## src/rtl/hdrf_pkg.sv

```systemverilog
package hdrf_pkg;

    localparam int HADD_W = 8;
    localparam int PADD_W = 4;

    localparam logic [PADD_W-1:0] PADD_BIND  = 4'h0;
    localparam logic [PADD_W-1:0] PADD_ENUM  = 4'hF;
    localparam logic [HADD_W-1:0] HADD_BCAST = 8'h00;

    typedef enum logic [2:0] {
        RSN_NONE = 3'd0,
        RSN_DIR  = 3'd1,
        RSN_ADDR = 3'd2,
        RSN_RSVD = 3'd3,
        RSN_LEN  = 3'd4,
        RSN_LONG = 3'd5,
        RSN_RUNT = 3'd6
    } reason_e;

    typedef enum logic [1:0] {
        ST_IDLE = 2'd0,
        ST_HDR  = 2'd1,
        ST_PAY  = 2'd2
    } state_e;

endpackage

```

## src/rtl/hdrf_addr_match.sv

```systemverilog
module hdrf_addr_match
    import hdrf_pkg::*;
(
    input  logic              host_side,
    input  logic [HADD_W-1:0] own_hadd,
    input  logic [PADD_W-1:0] own_padd,
    input  logic              asleep,
    input  logic              bound,
    input  logic              enumerated,
    input  logic [HADD_W-1:0] rx_hadd,
    input  logic [PADD_W-1:0] rx_padd,
    output logic              match
);

    logic hadd_eq;
    logic own_is_rsvd;
    logic hit_enum;
    logic hit_bind;
    logic hit_own;

    always_comb begin
        hadd_eq     = (rx_hadd == own_hadd);
        own_is_rsvd = (own_padd == PADD_BIND) || (own_padd == PADD_ENUM);
        hit_enum    = (rx_padd == PADD_ENUM) && !enumerated;
        hit_bind    = (rx_padd == PADD_BIND) && enumerated && !bound && hadd_eq;
        hit_own     = bound && !own_is_rsvd && (rx_padd == own_padd) && hadd_eq;
        if (host_side) begin
            match = hadd_eq || ((rx_hadd == HADD_BCAST) && asleep);
        end else begin
            match = hit_enum || hit_bind || hit_own;
        end
    end

endmodule

```

## src/rtl/hdrf_ctrl_check.sv

```systemverilog
module hdrf_ctrl_check (
    input  logic       host_side,
    input  logic [3:0] ctl,
    input  logic       rx_long,
    input  logic       long_allow,
    output logic       dir_bad,
    output logic       rsvd_bad,
    output logic       long_bad,
    output logic       f_bind_restart,
    output logic       f_long_en,
    output logic       f_hail,
    output logic       f_poll_req
);

    always_comb begin
        dir_bad        = (ctl[3] == host_side);
        rsvd_bad       = host_side && (ctl[1:0] != 2'b00);
        long_bad       = rx_long && !long_allow;
        f_poll_req     = host_side  && ctl[2];
        f_bind_restart = !host_side && ctl[2];
        f_long_en      = !host_side && ctl[1];
        f_hail         = !host_side && ctl[0];
    end

endmodule

```

## src/rtl/hdrf_len_limit.sv

```systemverilog
module hdrf_len_limit #(
    parameter int SHORT_MAX = 9,
    parameter int LONG_MAX  = 97,
    parameter int CNT_W     = 7
) (
    input  logic             is_long,
    input  logic [CNT_W-1:0] cnt,
    output logic             at_limit
);

    localparam logic [CNT_W-1:0] SHORT_LIM = CNT_W'(SHORT_MAX);
    localparam logic [CNT_W-1:0] LONG_LIM  = CNT_W'(LONG_MAX);

    always_comb begin
        at_limit = (cnt == (is_long ? LONG_LIM : SHORT_LIM));
    end

endmodule

```

## src/rtl/mac_hdr_filter.sv

```systemverilog
module mac_hdr_filter
    import hdrf_pkg::*;
#(
    parameter int SHORT_MAX = 9,
    parameter int LONG_MAX  = 97
) (
    input  logic       clk,
    input  logic       rst_n,
    input  logic       cfg_host_side,
    input  logic [7:0] cfg_own_hadd,
    input  logic [3:0] cfg_own_padd,
    input  logic       cfg_asleep,
    input  logic       cfg_bound,
    input  logic       cfg_enumerated,
    input  logic       cfg_long_allow,
    input  logic       in_valid,
    input  logic       in_sop,
    input  logic       in_eop,
    input  logic       in_long,
    input  logic [7:0] in_data,
    output logic       pay_valid,
    output logic [7:0] pay_data,
    output logic       hdr_valid,
    output logic [7:0] hdr_hadd,
    output logic [3:0] hdr_padd,
    output logic       hdr_bind_restart,
    output logic       hdr_long_en,
    output logic       hdr_hail,
    output logic       hdr_poll_req,
    output logic       done_valid,
    output logic       done_ok,
    output logic [2:0] done_reason
);

    localparam int CNT_W = $clog2(LONG_MAX + 1);

    typedef struct packed {
        state_e             st;
        logic [HADD_W-1:0]  hadd;
        logic               is_long;
        reason_e            rsn;
        logic [CNT_W-1:0]   cnt;
        logic               pay_v;
        logic [7:0]         pay_d;
        logic               hdr_v;
        logic [HADD_W-1:0]  hdr_hadd;
        logic [PADD_W-1:0]  hdr_padd;
        logic               f_bind;
        logic               f_longen;
        logic               f_hail;
        logic               f_poll;
        logic               done_v;
        logic               done_ok;
        reason_e            done_rsn;
    } regs_t;

    localparam regs_t REGS_RST = '0;

    regs_t q, d;

    logic    addr_ok;
    logic    dir_bad, rsvd_bad, long_bad;
    logic    c_bind, c_longen, c_hail, c_poll;
    logic    at_limit;
    reason_e hdr_rsn;

    hdrf_addr_match u_addr (
        .host_side  (cfg_host_side),
        .own_hadd   (cfg_own_hadd),
        .own_padd   (cfg_own_padd),
        .asleep     (cfg_asleep),
        .bound      (cfg_bound),
        .enumerated (cfg_enumerated),
        .rx_hadd    (q.hadd),
        .rx_padd    (in_data[3:0]),
        .match      (addr_ok)
    );

    hdrf_ctrl_check u_ctrl (
        .host_side      (cfg_host_side),
        .ctl            (in_data[7:4]),
        .rx_long        (q.is_long),
        .long_allow     (cfg_long_allow),
        .dir_bad        (dir_bad),
        .rsvd_bad       (rsvd_bad),
        .long_bad       (long_bad),
        .f_bind_restart (c_bind),
        .f_long_en      (c_longen),
        .f_hail         (c_hail),
        .f_poll_req     (c_poll)
    );

    hdrf_len_limit #(
        .SHORT_MAX (SHORT_MAX),
        .LONG_MAX  (LONG_MAX),
        .CNT_W     (CNT_W)
    ) u_len (
        .is_long  (q.is_long),
        .cnt      (q.cnt),
        .at_limit (at_limit)
    );

    // Fault priority for the header byte
    always_comb begin
        if (dir_bad) begin
            hdr_rsn = RSN_DIR;
        end else if (!addr_ok) begin
            hdr_rsn = RSN_ADDR;
        end else if (rsvd_bad) begin
            hdr_rsn = RSN_RSVD;
        end else if (long_bad) begin
            hdr_rsn = RSN_LONG;
        end else begin
            hdr_rsn = RSN_NONE;
        end
    end

    always_comb begin
        d        = q;
        d.pay_v  = 1'b0;
        d.hdr_v  = 1'b0;
        d.done_v = 1'b0;
        if (in_valid) begin
            if (in_sop) begin
                d.st      = ST_HDR;
                d.hadd    = in_data;
                d.is_long = in_long;
                d.rsn     = RSN_NONE;
                d.cnt     = '0;
                if (in_eop) begin
                    d.st       = ST_IDLE;
                    d.done_v   = 1'b1;
                    d.done_ok  = 1'b0;
                    d.done_rsn = RSN_RUNT;
                end
            end else begin
                case (q.st)
                    ST_HDR: begin
                        d.st  = ST_PAY;
                        d.rsn = hdr_rsn;
                        if (hdr_rsn == RSN_NONE) begin
                            d.hdr_v    = 1'b1;
                            d.hdr_hadd = q.hadd;
                            d.hdr_padd = in_data[3:0];
                            d.f_bind   = c_bind;
                            d.f_longen = c_longen;
                            d.f_hail   = c_hail;
                            d.f_poll   = c_poll;
                        end
                    end
                    ST_PAY: begin
                        if (q.rsn == RSN_NONE) begin
                            if (at_limit) begin
                                d.rsn = RSN_LEN;
                            end else begin
                                d.pay_v = 1'b1;
                                d.pay_d = in_data;
                                d.cnt   = q.cnt + CNT_W'(1);
                            end
                        end
                    end
                    default: begin
                    end
                endcase
                if (in_eop && (q.st != ST_IDLE)) begin
                    d.st       = ST_IDLE;
                    d.done_v   = 1'b1;
                    d.done_ok  = (d.rsn == RSN_NONE);
                    d.done_rsn = d.rsn;
                end
            end
        end
    end

    always_ff @(posedge clk or negedge rst_n) begin
        if (!rst_n) begin
            q <= REGS_RST;
        end else begin
            q <= d;
        end
    end

    assign pay_valid        = q.pay_v;
    assign pay_data         = q.pay_d;
    assign hdr_valid        = q.hdr_v;
    assign hdr_hadd         = q.hdr_hadd;
    assign hdr_padd         = q.hdr_padd;
    assign hdr_bind_restart = q.f_bind;
    assign hdr_long_en      = q.f_longen;
    assign hdr_hail         = q.f_hail;
    assign hdr_poll_req     = q.f_poll;
    assign done_valid       = q.done_v;
    assign done_ok          = q.done_ok;
    assign done_reason      = q.done_rsn;

endmodule

```

## config.mk

```make
export PLATFORM = sky130hd
export DESIGN_NAME = mac_hdr_filter
export DESIGN_NICKNAME = d
export VERILOG_FILES = /design/src/rtl/hdrf_pkg.sv /design/src/rtl/hdrf_addr_match.sv /design/src/rtl/hdrf_ctrl_check.sv /design/src/rtl/hdrf_len_limit.sv /design/src/rtl/mac_hdr_filter.sv
export SDC_FILE = /design/constraint.sdc
export NUM_CORES = 1
export LEC_CHECK = 0
export ABC_AREA = 0
export BUFFER_PORTS_ARGS = -buffer_cell sky130_fd_sc_hd__clkbuf_2
export CORE_MARGIN = 5
export CORE_UTILIZATION = 45
export CTS_CLUSTER_DIAMETER = 60
export DETAILED_ROUTE_END_ITERATION = 12
export PLACE_DENSITY_LB_ADDON = 0.15
export SLEW_MARGIN = 20
export SYNTH_ARGS = -nofsm -noshare
export SYNTH_HDL_FRONTEND = slang
export SYNTH_SLANG_ARGS = --single-unit
```

## constraint.sdc

```tcl
create_clock -name clk -period 2.9 [get_ports clk]
set_input_delay 0.145 -clock clk [delete_from_list [all_inputs] [get_ports clk]]
set_output_delay 0.145 -clock clk [all_outputs]
set_load 0.05 [all_outputs]
```

Yosys cells after proc, flatten, opt, wreduce, memory -nomap -nowiden

Cells that the tools add are included.

Word-level logic and storage cells: 97
Output and inout bits: 31
Bits in registers: 52

Muxes and demuxes: 25
Equal/unequal tests: 10
$add $sub $neg: 1
Bitwise logic cells: 2
Reduce and logical (&&, ||, !) cells: 42

Operators with widths:

| cell                | number |
|---|---|
| $mux 17             | 2 |
| $mux 16             | 2 |
| $mux 31             | 1 |
| $mux 26             | 1 |
| $mux 3              | 7 |
| $mux 19             | 1 |
| $logic_and 1x1->1   | 15 |
| $mux 5              | 3 |
| $mux 10             | 1 |
| $reduce_bool 2->1   | 5 |
| $logic_not 3->1     | 3 |
| $eq 4x4->1 const B  | 2 |
| $eq 8x8->1          | 1 |
| $logic_not 4->1     | 2 |
| $logic_not 8->1     | 1 |
| $reduce_and 4->1    | 2 |
| $add 7x1->7 const B | 1 |
| $eq 7x7->1          | 1 |
| $mux 7              | 1 |
| $mux 2              | 3 |
| $pmux 3 s2          | 1 |
| $logic_not 1->1     | 5 |
| $reduce_and 5->1    | 1 |
| $eq 4x4->1          | 1 |
| 11 further kinds    | 17 |

Depth between registers and ports, before layout

Depth after elaboration: 17
Gate-level depth with buffers: 8
Mapped depth without buffers: 8

Cells and area by module

Synthesis repeated with hierarchy kept, for this count alone.

Cell total of the unflattened synthesis: 255
Area, all modules: 2,805.2 um2

By module, submodules not included:

| module          | area an instance (um2) | cells an instance | times used |
|---|---|---|---|
| mac_hdr_filter  | 2,496.1                | 213               | 1 |
| hdrf_addr_match | 219.0                  | 31                | 1 |
| hdrf_ctrl_check | 56.3                   | 7                 | 1 |
| hdrf_len_limit  | 33.8                   | 4                 | 1 |

Least setup slack after synthesis

OpenSTA, ideal clock, no wires.

Kind: reg2reg
From: register q[41] (netlist bit)
To: register q, in the netlist pay_data[0]
Data required time: 2.775 ns
Period minus slack after synthesis: 2.077 ns
Cell stages (with the launch flop): 6
Buffers on the path: 0
Data arrival time: 1.953 ns
Path slack: 0.823 ns
Path through: dfrtp_1 -> or4b_1 -> a2111oi_2 -> and2b_4 -> nand2_4 -> mux2_2

Cells in the longest elaborated chain, start to end: 4

RTL lines:

| what                       | line                  | RTL |
|---|---|---|
| from (decl)                | mac_hdr_filter.sv:59  | `regs_t q, d;` |
| from (signal assigned)     | mac_hdr_filter.sv:177 | `q <= REGS_RST;` |
| from (signal assigned)     | mac_hdr_filter.sv:179 | `q <= d;` |
| $mux 7                     | hdrf_len_limit.sv:15  | `at_limit = (cnt == (is_long ? LONG_LIM : SHORT_LIM));` |
| $eq 7x7->1                 | hdrf_len_limit.sv:15  |  |
| $not 1->1 (no line)        | --                    |  |
| $reduce_and 5->1 (no line) | --                    |  |

Every way passes these cells.
A chain may end at the register's enable or synchronous reset.

Worst setup path after layout

From: register q[41] (netlist bit)
To: register q, in the netlist pay_data[7]

Same word-level chain as after synthesis.

==> out/qor.yml <==
drv_slew: 0
max_slew_margin: 0.556
drtAntennaViolNets: 0
vias_per_cell: 5.15
synthFlopType: "dfrtp_1"
ys_types: 57
worst-path-buf-inv: 0
critPathRequiredTime_ns: 3.09
crit_arrival_ns: 2.44
setup_violations: 0
coreArea_mm2: 0.00599
wl_um: 5950
synth_xor_area_frac: 0.0498
worstReg2RegEnd: "pay_data[7]$_DFFE_PN0P_"
hold_depth: 3
numPortBuffers: 61
grt_pass1_wl_um: 9970
synth_edf_count: 0
synth_nets: 299
postCtsSetupBuffers: 0
dp_cells: 374
antennaDiodeCount: 0
tightest_slew_ns: 0.666
cts_sinks: 52
fp-row-count: 28
yosys.area_share.simple: 0.156
r2r_slack_ns: 0.65
grt_max_degree: 53
cp-start-kind: "flop"
cts_tree: "done"
p_per_area_mw_per_mm2: 671
chipHeight_um: 89.1
path_delay_family: "simple AND/OR/NAND/NOR gates"
syn_inst: 263
cts_max_level: 2
syn2layout_area_growth_pct: 11.6
clkTransAtPathRegs_ns: 0.09
critPathCaptureType: "flop"
min_from: "in_long"
setup_tns_ns: 0
place.gp.congestion: 0.778
min_to: "q[41]$_DFFE_PN0P_"
grt_overflow: 0
place_hpwl_um: 4480
max-vdd-ir-drop_uv: 589
crit_chain: "or4b_1 > a2111oi_2 > and2b_4 > nand2_4 > mux2_2"
die_w_um: 89.1
syn-cell-area_mm2: 0.00282
power_leakage_nw: 1.55
synth_top_family_by_area: "simple AND/OR/NAND/NOR gates"
hold_viol_final: 0
wl_per_cell_um: 15.5
synthAdderAreaFrac: 0.0222
critical-path-max-stage-delay_ns: 0.54
fin_nets: 343
holdCritPathClass: "in -> reg"
vias: 1972
die_area_mm2: 0.00794
cts_buffers: 5
grt_setup_unrepaired: "no"
worstPathMaxFanout: 10
grt_pass1_vias: 2003
whs_ns: 0.0270
drc: 0
grtUsageTotal: 0.164
cts_resized: 0
cts_max_path_buffers: 2
slowest_stage: "or4b_1"
root_buffer: "clkbuf_8"
synth_seq_cells: 52
synth_compound_area_frac: 0.112
yosys_warnings: 0
status: "completed"
clock_skew_ns: 0.00678
synthMuxAreaShare: 0.104
post-route-period-util: 0.775
drive_gt1_frac: 0.331
clk_latency_ns: 0.31
reg2reg_from: "q[41]$_DFFE_PN0P_"
drt_first_pass_iters: 4
async_flop_share: 1.00
final_area_mm2: 0.00314
fmax_mhz: 445
seq_area_frac_synth: 0.462
num_io_pins: 62
dpl_cell_area_mm2: 0.00303
start_util: 0.470
drt_iter0_drc: 85
finalNonFillerCells: 383
post-route-min-period_ns: 2.25
synth.avg_cell_area_um2: 10.7
reg2reg_depth: 5
worstSetupPathType: "reg -> reg"
antenna_found_initial: 0
drv_cap: 0
[cell usage after synthesis (all sizes together) (2+ instances only)]
master | instances | area [um2]
a211oi | 2 | 27.5
ha | 5 | 62.6
mux2i | 2 | 20.0
nor2 | 15 | 66.3
dfrtp | 52 | 1300
a22o | 4 | 35.0
o21ai | 8 | 43.8
nand4 | 5 | 31.3
mux2 | 24 | 274
clkbuf | 2 | 7.51
xnor2 | 11 | 96.3
nor3 | 4 | 20.0
buf | 27 | 211
nor2b | 4 | 25.0
nor4b | 3 | 26.3
o22a | 2 | 17.5
a21oi | 6 | 33.8
xor2 | 5 | 43.8
a21boi | 2 | 15.0
o211ai | 3 | 41.3
nand2b | 3 | 18.8
nand3 | 2 | 10.0
inv | 11 | 41.3
nand2 | 40 | 158
o2111ai | 2 | 30.0
or3 | 2 | 12.5
[worst max-delay path by stage]
stage | start | endpoint | cells past startpoint
finish | q[41]$_DFFE_PN0P_ | pay_data[7]$_DFFE_PN0P_ | 5
global route | q[46]$_DFFE_PN0P_ | hdr_padd[3]$_DFFE_PN0P_ | 7
CTS | q[41]$_DFFE_PN0P_ | pay_data[4]$_DFFE_PN0P_ | 5
detailed placement | q[41]$_DFFE_PN0P_ | pay_data[0]$_DFFE_PN0P_ | 5
global placement | q[41]$_DFFE_PN0P_ | pay_data[3]$_DFFE_PN0P_ | 5
floorplan | q[41]$_DFFE_PN0P_ | pay_data[0]$_DFFE_PN0P_ | 5
[cells by family (layout without fill, tap and decap cells)]
group	after synthesis	after routing
AOI/OAI and AO/OA	37	37
xor gates and xnor gates	16	16
adders and majority gates	5	5
and+or+nand+nor	87	87
DFF	52	52
buffers and inverters	40	85
muxes	26	26
[routing by layer]
metal | global-route usage | share of wire
met1 | 0.230 | 0.48
met4 | 0.0392 | 0.0099
met5 | 0 | 0
met2 | 0.252 | 0.45
met3 | 0.0442 | 0.055
[cells in the final DEF, fill, tap and decap left out, drive strengths merged, types with 5 or more instances in the layout]
master	netlist	final
dfrtp	52	52
clkbuf	2	67
nand2	40	40
o21ai	8	8
nor2	15	15
a21oi	6	6
xor2	5	5
nand4	5	5
inv	11	11
xnor2	11	11
mux2	24	24
ha	5	5
[through the flow]
stage | utilization | total power (W) | setup slack, ns
after floorplan | - | 0.00154 | 0.823
after global placement | 0.505 | 0.00162 | 0.667
after detailed placement | 0.505 | 0.00163 | 0.650
after CTS | 0.525 | 0.00213 | 0.640
after global routing | 0.525 | 0.00223 | 0.484
final | 0.525 | 0.00211 | 0.653
[flip-flops by register name, indices dropped and copies added (netlist names)]
signal,count
hdr_hadd,8
done_reason,3
pay_valid,1
hdr_valid,1
hdr_poll_req,1
hdr_hail,1
hdr_bind_restart,1
q,21
done_ok,1
done_valid,1
hdr_padd,4
pay_data,8
hdr_long_en,1
[timing repair]
action	CTS	global route
endpoints found under the setup margin	0	0
endpoints found under the hold margin	52	0
hold buffers	1	0
[power breakdown]
group          internal, W  total [W]  switching, W
registers         0.000836   0.000916     0.0000800
clock network     0.000257   0.000500      0.000243
logic             0.000211   0.000695      0.000484
[worst min-delay path: cells and delay by family]
kind / cells / cell delay (ns)
buf+inv: 1 / 0.07
simple gates: 2 / 0.08
[layout make-up]
type,instances,area [um2]
clock buffer,6,72.6
clock inverter,2,35.0
fill,572,2850
inverter,11,41.3
multi-input combinational,171,1250
sequential,52,1300
tap,75,93.8
timing repair buffer,66,345
No activity file was read; power rests on OpenSTA's default activity.
